`config.mk`:
```
export PLATFORM = sky130hd
export DESIGN_NAME = aging_lru_approx
export DESIGN_NICKNAME = d
export VERILOG_FILES = /design/src/rtl/aging_lru_pkg.sv /design/src/rtl/aging_tick_gen.sv /design/src/rtl/aging_frame_slot.sv /design/src/rtl/aging_victim_search.sv /design/src/rtl/aging_lru_approx.sv
export SDC_FILE = /design/constraint.sdc
export NUM_CORES = 1
export LEC_CHECK = 0
export BUFFER_PORTS_ARGS = -buffer_cell sky130_fd_sc_hd__buf_2
export CORE_MARGIN = 2
export CORE_UTILIZATION = 56
export CTS_CLUSTER_DIAMETER = 150
export DETAILED_ROUTE_END_ITERATION = 8
export GPL_ROUTABILITY_DRIVEN = 0
export PLACE_DENSITY = 0.76
export SYNTH_ARGS = -nofsm -noshare
export SYNTH_HDL_FRONTEND = slang
export SYNTH_HIERARCHICAL = 1
export SYNTH_SLANG_ARGS = --single-unit
```
`constraint.sdc`:
```
create_clock -name clk -period 2.3 [get_ports clk]
set_input_delay 0.23 -clock clk [delete_from_list [all_inputs] [get_ports clk]]
set_output_delay 0.23 -clock clk [all_outputs]
set_load 0.005 [all_outputs]
```
`src/rtl/aging_lru_pkg.sv`:
```
package aging_lru_pkg;
    typedef enum logic {
        WALK_IDLE = 1'b0,
        WALK_RUN  = 1'b1
    } walk_state_e;
endpackage

```
`src/rtl/aging_tick_gen.sv`:
```
module aging_tick_gen #(
    parameter int TICK_PERIOD = 16
) (
    input  logic clk,
    input  logic rst_n,
    output logic tick_o
);
    localparam int CW = (TICK_PERIOD > 1) ? $clog2(TICK_PERIOD) : 1;
    localparam logic [CW-1:0] LAST = CW'(TICK_PERIOD - 1);

    typedef struct packed {
        logic [CW-1:0] cnt;
    } tick_reg_t;

    tick_reg_t r_d, r_q;

    assign tick_o = (r_q.cnt == LAST);

    always_comb begin
        r_d = r_q;
        if (r_q.cnt == LAST) r_d.cnt = '0;
        else                 r_d.cnt = r_q.cnt + 1'b1;
    end

    always_ff @(posedge clk) begin
        if (!rst_n) r_q <= '0;
        else        r_q <= r_d;
    end
endmodule

```
`src/rtl/aging_frame_slot.sv`:
```
module aging_frame_slot #(
    parameter int CNT_W = 3
) (
    input  logic             clk,
    input  logic             rst_n,
    input  logic             tick_i,
    input  logic             hit_i,
    output logic [CNT_W-1:0] age_o
);
    localparam logic [CNT_W-1:0] AGE_MAX = {CNT_W{1'b1}};

    typedef struct packed {
        logic             used;
        logic [CNT_W-1:0] age;
    } slot_reg_t;

    slot_reg_t r_d, r_q;

    assign age_o = r_q.age;

    always_comb begin
        r_d = r_q;
        if (tick_i) begin
            if (r_q.used)              r_d.age = '0;
            else if (r_q.age != AGE_MAX) r_d.age = r_q.age + 1'b1;
            // a hit on the tick edge belongs to the next interval
            r_d.used = hit_i;
        end else if (hit_i) begin
            r_d.used = 1'b1;
        end
    end

    always_ff @(posedge clk) begin
        if (!rst_n) r_q <= '0;
        else        r_q <= r_d;
    end
endmodule

```
`src/rtl/aging_victim_search.sv`:
```
module aging_victim_search
    import aging_lru_pkg::*;
#(
    parameter int NUM_FRAMES = 8,
    parameter int CNT_W      = 3
) (
    input  logic                                 clk,
    input  logic                                 rst_n,
    input  logic                                 start_i,
    input  logic [NUM_FRAMES-1:0][CNT_W-1:0]     ages_i,
    output logic                                 busy_o,
    output logic                                 done_o,
    output logic [$clog2(NUM_FRAMES)-1:0]        victim_o
);
    localparam int IDX_W = $clog2(NUM_FRAMES);
    localparam logic [IDX_W-1:0] LAST_IDX = IDX_W'(NUM_FRAMES - 1);

    typedef struct packed {
        walk_state_e                         state;
        logic [IDX_W-1:0]                    idx;
        logic [IDX_W-1:0]                    best_idx;
        logic [CNT_W-1:0]                    best_val;
        logic [NUM_FRAMES-1:0][CNT_W-1:0]    snap;
        logic                                done;
        logic [IDX_W-1:0]                    victim;
    } walk_reg_t;

    walk_reg_t r_d, r_q;
    logic [CNT_W-1:0] cur_val;

    assign cur_val  = r_q.snap[r_q.idx];
    assign busy_o   = (r_q.state == WALK_RUN);
    assign done_o   = r_q.done;
    assign victim_o = r_q.victim;

    always_comb begin
        r_d      = r_q;
        r_d.done = 1'b0;
        case (r_q.state)
            WALK_IDLE: begin
                if (start_i) begin
                    r_d.state    = WALK_RUN;
                    r_d.snap     = ages_i;
                    r_d.idx      = '0;
                    r_d.best_idx = '0;
                    r_d.best_val = '0;
                end
            end
            default: begin
                // strictly greater: earlier index keeps a tie
                if (cur_val > r_q.best_val) begin
                    r_d.best_val = cur_val;
                    r_d.best_idx = r_q.idx;
                end
                if (r_q.idx == LAST_IDX) begin
                    r_d.state  = WALK_IDLE;
                    r_d.done   = 1'b1;
                    r_d.victim = (cur_val > r_q.best_val) ? r_q.idx : r_q.best_idx;
                end else begin
                    r_d.idx = r_q.idx + 1'b1;
                end
            end
        endcase
    end

    always_ff @(posedge clk) begin
        if (!rst_n) r_q <= '0;
        else        r_q <= r_d;
    end
endmodule

```
`src/rtl/aging_lru_approx.sv`:
```
module aging_lru_approx #(
    parameter int NUM_FRAMES  = 8,
    parameter int CNT_W       = 3,
    parameter int TICK_PERIOD = 16
) (
    input  logic                          clk,
    input  logic                          rst_n,
    input  logic                          ref_valid_i,
    input  logic [$clog2(NUM_FRAMES)-1:0] ref_frame_i,
    input  logic                          fault_req_i,
    output logic                          tick_o,
    output logic                          search_busy_o,
    output logic                          victim_done_o,
    output logic [$clog2(NUM_FRAMES)-1:0] victim_frame_o
);
    localparam int IDX_W = $clog2(NUM_FRAMES);

    logic                             tick;
    logic [NUM_FRAMES-1:0][CNT_W-1:0] ages;

    aging_tick_gen #(.TICK_PERIOD(TICK_PERIOD)) tick_gen_i (
        .clk    (clk),
        .rst_n  (rst_n),
        .tick_o (tick)
    );

    for (genvar g = 0; g < NUM_FRAMES; g++) begin : g_slot
        logic hit;
        assign hit = ref_valid_i && (ref_frame_i == IDX_W'(g));
        aging_frame_slot #(.CNT_W(CNT_W)) slot_i (
            .clk    (clk),
            .rst_n  (rst_n),
            .tick_i (tick),
            .hit_i  (hit),
            .age_o  (ages[g])
        );
    end

    aging_victim_search #(.NUM_FRAMES(NUM_FRAMES), .CNT_W(CNT_W)) search_i (
        .clk      (clk),
        .rst_n    (rst_n),
        .start_i  (fault_req_i),
        .ages_i   (ages),
        .busy_o   (search_busy_o),
        .done_o   (victim_done_o),
        .victim_o (victim_frame_o)
    );

    assign tick_o = tick;
endmodule

```
# After elaboration in Yosys (flattened, before gate mapping)
# Cells that the tools add are included.
# totals
regBits,74
inputBits,7
out_inout_bits,6
# classes
add_sub_neg,10
order_cmp,2
n_eq_ne,19
n_mux,41
bitwise,2
n_reduce_logical,40
# op_table
cell,count
2-to-1 mux 3 bit,19
2-to-1 mux 34 bit,1
nonzero test 2 bit,17
adder 3 x 1 -> 3 bit (second input constant),9
AND reduction 2 bit,13
!= test 3 bit (second input constant),8
2-to-1 mux 1 bit,17
== test 3 bit (second input constant),5
2-to-1 mux 10 bit,1
binary-select mux 3 bit (select 3 bit),1
logical AND 1 bit,8
== test 3 x 2 -> 1 bit (second input constant),2
2-to-1 mux 6 bit,1
adder 4 x 1 -> 4 bit (second input constant),1
== test 4 bit (second input constant),1
< comparator 3 x 4 -> 1 bit (second input constant),1
2-to-1 mux 4 bit,1
!= test 2 bit (second input constant),2
== test 3 x 1 -> 1 bit (second input constant),1
> comparator 3 bit,1
zero test 3 bit,1
NOT 1 bit,2
OR reduction 2 bit,1

# Logic depth before layout (Yosys ltp)
# Gate-level depths: netlist (run 1).
# depth
word_depth,5
depth_mapped,9

# Hierarchy
# The synthesis (run 1) kept the hierarchy.
# by_module_without_submodules
module,n_inst,cells_each,area_each_um2,seq_area_each_um2
aging_frame_slot,8,23,250.2,80.1
aging_victim_search,1,195,1786.7,760.7
aging_tick_gen,1,16,168.9,80.1
aging_lru_approx,1,8,96.3,0.0

# Worst setup path after synthesis (run 1)
# No wires, ideal clock.
# synth_timing
path_kind,flip-flop to flip-flop
from,register search_i/r_q[36] (netlist bit)
to,register search_i/r_q[31] (netlist bit)
setup_ns,0.076
arrival_ns,2.146
t_required_ns,2.224
setup_slack_ns,0.079
stages_incl_launch_ff,9
n_path_buf,1
cell_sequence,dfxtp_1 buf_6 mux4_2 mux2i_1 inv_1 ha_1 a211oi_2 o211ai_1 a21boi_0
# synth_via
elab_chain_cells,5
# synth_rtl
element,line_no,text
from (decl),aging_victim_search.sv:28,"walk_reg_t r_d, r_q;"
from (signal assigned),aging_victim_search.sv:68,else r_q <= r_d;
binary-select mux 3 bit (select 3 bit),aging_victim_search.sv:31,assign cur_val = r_q.snap[r_q.idx];
2-to-1 mux 3 bit (not written as such),aging_victim_search.sv:31,
> comparator 3 bit,aging_victim_search.sv:51,if (cur_val > r_q.best_val) begin
!= test 2 bit (no source line),-,
AND reduction 2 bit (no source line),-,
# No other way between the ends. The select of a mux whose other input is x is not followed.
# A chain may end at the register's enable or synchronous reset.

# Final worst setup path (run 1)
# layout_timing
from,register search_i/r_q[36] (netlist bit)
to,register search_i/r_q[30] (netlist bit)
# layout_via
elab_chain_cells,5
word_cells_on_any_way,7
# layout_rtl
element,line_no
binary-select mux 3 bit (select 3 bit) (*),aging_victim_search.sv:31
2-to-1 mux 3 bit (not written as such) (*),aging_victim_search.sv:31
> comparator 3 bit,aging_victim_search.sv:51
!= test 2 bit (no source line),-
AND reduction 2 bit (no source line),-
# Mark *: on every way between the ends. The rest lies on a longest branch, timed or not. The select of a mux whose other input is x is not followed.

==> flow_summary.ini, run 1 <==
[floorplanning]
site_rows = 31
die_h_um = 89.1
die_area_mm2 = 0.00794
fp.dieW_um = 89.1
starting_density_of_the_core_pct = 56.8
design.portCount = 13
core_area_mm2 = 0.00714

[critical_path]
timing.critical_path.arrival_ns = 2.50
critPathLaunch = search_i/r_q[36]
setup.worst_path.class = reg2reg
critical_path_capture_point_type = flop
endpoint_of_the_worst_register_to_register_path = search_i/r_q[30]
cp-start-kind = flop
critical_path_peak_fanout = 4
r2r_slack_ns = 0.04
worstPathRequired_ns = 2.54
reg2reg_from = search_i/r_q[36]
reg2reg_depth = 8

[detailed_routing]
post-route-drc-count = 0
wl_mm = 7.58
vias_per_cell = 5.69
drt_first_pass_iters = 4
drt-initial-drc-count = 133
vias = 2839
detail-route-antenna-nets = 0
wl_per_cell_um = 15.2

[flow_run]
drv_cap = 0

[logic_synthesis]
mappedNetlistNets = 432
ys_seq_area_share_pct = 36.5
synthArstFlopShare_pct = 0
post_synth_inst_count = 403
post_synth.cell_area_avg_um2 = 10.1
synth-edff-count = 0
yosys.area.top_type_share_pct = 36.5
postSynth.topFlopCell = sky130_fd_sc_hd__dfxtp_1
synthMostInstantiatedCell = sky130_fd_sc_hd__dfxtp_1
netlist-cell-type-count = 42
synth.top_cells.by_count = sky130_fd_sc_hd__dfxtp_1 (74), sky130_fd_sc_hd__nand2_1 (50), sky130_fd_sc_hd__nor2b_1 (37)
post_synth_instance_area_mm2 = 0.00405
post-synth-top-area-cell = sky130_fd_sc_hd__dfxtp_1
yosys-top-cells-area = sky130_fd_sc_hd__dfxtp_1 (37%), sky130_fd_sc_hd__ha_1 (6.8%), sky130_fd_sc_hd__and3b_2 (5.9%)
synth.ff_latch_count = 74
yosysWarningCount = 6

[power_and_ir_drop]
switching_share_pct = 21.7
power_density_mw_per_mm2 = 613
pwr-share-clk_pct = 46.5
leakage_power_total_uw = 0.00182
share_of_total_power_in_combinational_logic_pct = 4.5
p_switching_uw = 581
power.sequential.fraction_pct = 49.0
ir_drop_v = 0.000304
power_report.internal_total_uw = 2100

[clock_network]
cts_tree = done
clkSlewWorstSetupHoldPaths_ns = 0.08
cts_inserted_buffers = 9
cts.sinks = 74
htree_num_levels = 3
maximum_root_to_sink_buffer_count = 2
cts_root_buffer = sky130_fd_sc_hd__clkbuf_8
worst_skew_pair.late_latency_ns = 0.35
post-cts-setup-buffers = 0

[layout]
finish.cell_count_without_fillers = 499
post_route_cells_drive_above_1_share_pct = 23.0
synthToLayoutAreaGrowth_pct = 7.84
finish.instance_area_mm2 = 0.00437
antennaDiodeCount = 0
final_nets = 424
fillCellCount = 620
final_core_utilization_pct = 61.3

[timing]
achievable-frequency_mhz = 443
worst_hold_slack_ns = 0.282
finalMaxSlewViolations = 0
setup_clock_skew_after_layout_ns = 0.0104
final_clock_period_utilization_by_the_worst_path_pct = 98.2
max_slew_margin_pct = 61.8
post_layout_minimum_cycle_time_ns = 2.26
report.final.setup_viol = 0
hold_violations = 0
tightestPinTransition_ns = 0.574

[min_path]
worstHoldPathType = in2reg
worstHoldStart = ref_frame_i[2]
holdPathStages = 3
min_to = g_slot[0].slot_i/r_q[3]

[run_status]
status = complete, no violations

[grt]
remaining_global_route_overflow = 0
grt_start_max_net_pins = 60
grt_util_all_layers_pct = 19.1
grt_pass1_wl_mm = 11.9
initial_antenna_violation_count = 0
grt_pass1_vias = 2579

[placed_design]
placed_cell_area_mm2 = 0.00404
total_instance_count_after_detailed_placement = 483
io_buffer_count = 12
dp_hpwl_mm = 4.89
-- state kept, by name (all words and copies together), names as in the netlist --
| signal | cells |
|---|---|
| search_i/done_o | 1 |
| search_i/victim_o | 3 |
| g_slot.slot_i/r_q | 8 |
| g_slot.slot_i/age_o | 24 |
| search_i/r_q | 33 |
| tick_gen_i/r_q | 4 |
| search_i/busy_o | 1 |
-- critical path: stages (launching register included) --
cell and delay (ns):
sky130_fd_sc_hd__dfxtp_4 0.39, sky130_fd_sc_hd__buf_4 0.12, sky130_fd_sc_hd__mux4_2 0.52, sky130_fd_sc_hd__mux2i_4 0.20
sky130_fd_sc_hd__ha_1 0.28, sky130_fd_sc_hd__nand3_2 0.09, sky130_fd_sc_hd__o211ai_1 0.18, sky130_fd_sc_hd__nor2_2 0.24
sky130_fd_sc_hd__o22ai_1 0.12
-- through the flow --
step	total power [uW]	setup slack [ns]	setup TNS [ns]
finish	2680	0.0404	0
global route	2770	-0.0479	-0.127
detailed placement	1460	-0.0874	-0.303
floorplan	1420	0.0788	0
global placement	1460	0.0521	0
CTS	2710	0.0117	0
-- power groups by stage --
| stage | clock [uW] | combinational [uW] | sequential (uW) |
|---|---|---|---|
| floorplan | 0 | 84.3 | 1330 |
| detailed placement | 0 | 120 | 1340 |
| CTS | 1270 | 121 | 1310 |
| global placement | 0 | 118 | 1340 |
| finish | 1250 | 122 | 1310 |
| global route | 1320 | 132 | 1320 |
-- cells by family (layout without fill, tap and decap cells) --
group,Yosys count,after routing,synth area share (%)
buffers and inverters,46,43,7.31
flip-flops,74,74,36.5
AND/OR/NAND/NOR,168,168,28.9
adder cells (fa/ha/maj),22,22,6.79
AO/OA/AOI/OAI,83,83,15.9
XOR/XNOR,1,1,0.216
multiplexers,9,9,4.38
-- layer usage --
metal / track usage, % / vias up / share of wire (%)
li1: - / 1441 / -
met1: 25.1 / 1345 / 49
met2: 31.2 / 43 / 47
met3: 3.23 / 10 / 2.1
met4: 8.28 / 0 / 1.4
met5: 0 / - / 0
-- layout make-up --
type                    instances  area (um^2)  area share, %
clock buffers                  10          138           3.15
flip-flops and latches         74         1490           34.1
repair buffers                 21          140           3.21
well taps                      99          124           2.83
multi-input cells             283         2340           53.6
clock inverters                 6          114           2.60
inverters                       6         22.5          0.515
-- how the worst max path moves through the flow --
stage / endpoint / slack (ns) / cells past startpoint
finish: search_i/r_q[30] / 0.04 / 8
detailed placement: search_i/victim_o[2] / -0.09 / 8
global placement: search_i/victim_o[1] / 0.05 / 8
CTS: search_i/r_q[29] / 0.01 / 8
floorplan: search_i/r_q[31] / 0.08 / 8
global route: search_i/r_q[30] / -0.05 / 8
-- what timing repair did --
action                     in CTS  in global routing
resized for setup               4                 15
hold buffers                    0                  0
pin swaps                       0                  8
setup endpoints to repair       9                  9
-- cell usage in the layout, fill, tap and decap left out, types with 3 or more instances in the layout --
| master | instances |
|---|---|
| sky130_fd_sc_hd__dfxtp_1 | 72 |
| sky130_fd_sc_hd__nand2_1 | 50 |
| sky130_fd_sc_hd__nor2b_1 | 37 |
| sky130_fd_sc_hd__and3b_2 | 24 |
| sky130_fd_sc_hd__o31a_1 | 24 |
| sky130_fd_sc_hd__a21boi_0 | 24 |
| sky130_fd_sc_hd__ha_1 | 20 |
| sky130_fd_sc_hd__and4bb_1 | 16 |
| sky130_fd_sc_hd__buf_2 | 12 |
| sky130_fd_sc_hd__clkbuf_8 | 10 |
| sky130_fd_sc_hd__nor4b_1 | 8 |
| sky130_fd_sc_hd__o21a_1 | 8 |
| sky130_fd_sc_hd__buf_4 | 8 |
| sky130_fd_sc_hd__inv_1 | 6 |
| sky130_fd_sc_hd__mux4_2 | 6 |
| sky130_fd_sc_hd__nand3_1 | 6 |
| sky130_fd_sc_hd__nor2_1 | 5 |
| sky130_fd_sc_hd__o21ai_0 | 5 |
| sky130_fd_sc_hd__o211ai_1 | 4 |
| sky130_fd_sc_hd__a21boi_1 | 4 |
| sky130_fd_sc_hd__and4b_2 | 3 |
| sky130_fd_sc_hd__and4bb_2 | 3 |
| sky130_fd_sc_hd__bufinv_16 | 3 |
| sky130_fd_sc_hd__a211oi_2 | 3 |
| sky130_fd_sc_hd__nor4_1 | 3 |
Power figures use the tool's default switching activity.
==> run 2: changes to the inputs <==
- CORE_UTILIZATION: 56 -> 62
- PLACE_DENSITY: 0.76 -> 0.8
- clock period: 2.3 -> 2.4 ns (I/O delays scaled with it)
==> flow_summary.ini, run 2 (synthesis results as in run 1) <==
[power_and_ir_drop]
ir_drop_v = 0.000498
leakage_power_total_uw = 0.00179
power_density_mw_per_mm2 = 555

[clock_network]
postCtsHoldBufs = 0
cts.sinks = 74
worst_skew_pair.late_latency_ns = 0.35
cts_inserted_buffers = 9
cts_root_buffer = sky130_fd_sc_hd__clkbuf_8
htree_num_levels = 3
cts_tree = done
clkSlewWorstSetupHoldPaths_ns = 0.08
maximum_root_to_sink_buffer_count = 2

[detailed_routing]
drt_first_pass_iters = 4
vias = 2866
post-route-drc-count = 0
wl_mm = 7.06
drt-initial-drc-count = 126
wl_per_cell_um = 14.8
vias_per_cell = 6.01
detail-route-antenna-nets = 0

[timing]
tightestPinTransition_ns = 0.659
setup_slack_ns = 0.125
unrepaired_setup_endpoints_after_global_routing = false
finalMaxSlewViolations = 0
max_slew_margin_pct = 56.1
total_negative_setup_slack_ns = 0
report.final.setup_viol = 0
setup_clock_skew_after_layout_ns = 0.00483
hold_violations = 0
final_clock_period_utilization_by_the_worst_path_pct = 94.8
post_layout_minimum_cycle_time_ns = 2.28
achievable-frequency_mhz = 439

[layout]
post_route_cells_drive_above_1_share_pct = 20.8
synthToLayoutAreaGrowth_pct = 4.51
layout.cells.most_common_list = sky130_fd_sc_hd__dfxtp_1 (72), sky130_fd_sc_hd__nand2_1 (50), sky130_fd_sc_hd__nor2b_1 (37), sky130_fd_sc_hd__a21boi_0 (27)
max_flop_register = search_i/r_q
final_nets = 424
antennaDiodeCount = 0
final_common_cell = sky130_fd_sc_hd__dfxtp_1
flip_flop_count_of_the_largest_register_all_copies_and_words_added = 33

[placed_design]
io_buffer_count = 12
detailedPlace.worstSlack_ns = -0.0400
dp_hpwl_mm = 4.85

[floorplanning]
die_h_um = 84.9
core_area_mm2 = 0.00635
site_rows = 29
starting_density_of_the_core_pct = 63.8
die_area_mm2 = 0.00720
fp.dieW_um = 84.9
design.portCount = 13

[critical_path]
critical_path_capture_point_type = flop
setup.worst_path.class = reg2reg
cp-start-kind = flop
timing.critical_path.arrival_ns = 2.55
worstPathRequired_ns = 2.67
critical_path_peak_fanout = 5

[grt]
grt_pass1_wl_mm = 12.8
remaining_global_route_overflow = 0
grt_pass1_vias = 2838
initial_antenna_violation_count = 0
grt_start_max_net_pins = 60
grt_util_all_layers_pct = 21.9

[min_path]
worstHoldPathType = in2reg

[flow_run]
drv_cap = 0

[run_status]
status = complete, no violations
-- run 2: worst max-delay path, stage by stage (launching register included) --
cell and delay, ns:
sky130_fd_sc_hd__dfxtp_4 0.39, sky130_fd_sc_hd__mux4_2 0.50, sky130_fd_sc_hd__mux2i_1 0.18, sky130_fd_sc_hd__inv_1 0.07, sky130_fd_sc_hd__ha_1 0.32, sky130_fd_sc_hd__nand3_1 0.14, sky130_fd_sc_hd__o211a_1 0.22, sky130_fd_sc_hd__buf_4 0.13
sky130_fd_sc_hd__nand3_1 0.08, sky130_fd_sc_hd__a21boi_0 0.17
-- run 2: timing repair --
| action | CTS | global route |
|---|---|---|
| cloned | 0 | 0 |
| hold endpoints to repair | 0 | 0 |
| gates resized for setup | 2 | 5 |
| setup endpoints to repair | 4 | 8 |
| pin swaps | 0 | 2 |
| buffers inserted | 0 | 1 |
-- run 2: cell type report --
class                      count  area, um^2
fill                         484        2110
clock buffer                  11         151
inverter                       6        22.5
clock inverter                 5        52.6
timing repair buffer          21         140
multi-input combinational    283        2280
tap                           77        96.3
sequential                    74        1490
-- run 2: final timing paths --
check,start,endpoint,slack (ns),cells past startpoint
worst max-delay path,search_i/r_q[36],search_i/r_q[31],0.12,9
worst min-delay path,ref_frame_i[1],g_slot[0].slot_i/r_q[3],0.30,3
worst min register to register,search_i/r_q[19],search_i/r_q[19],0.47,2
worst max register to register,search_i/r_q[36],search_i/r_q[31],0.12,9
-- run 2: stage by stage --
stage	instance area [um^2]	utilization, %	hold slack [ns]	power [uW]	instances
after floorplan	4050	-	0.354	1360	403
final	4240	66.7	0.295	2350	477
after detailed placement	4010	63.1	0.460	1400	460
after global routing	4240	66.7	0.301	2450	477
after CTS	4220	66.4	0.282	2380	476
after global placement	4010	63.1	0.462	1400	460
-- run 2: layer usage --
| metal | GRT usage (%) | up-vias | part of all wire, % |
|---|---|---|---|
| met5 | 0 | - | 0 |
| met3 | 6.91 | 10 | 4.2 |
| met1 | 27.4 | 1365 | 46 |
| li1 | - | 1442 | - |
| met2 | 35.8 | 49 | 49 |
| met4 | 7.79 | 0 | 1.5 |
-- run 2: report_power, final --
| group | switching [uW] | total [uW] | internal [uW] | leakage [uW] |
|---|---|---|---|---|
| Combinational | 59.9 | 111 | 50.9 | 0.00108 |
| Sequential | 20.8 | 1260 | 1240 | 0.000599 |
| Clock | 452 | 983 | 531 | 0.000105 |
| Total | 533 | 2350 | 1820 | 0.00179 |
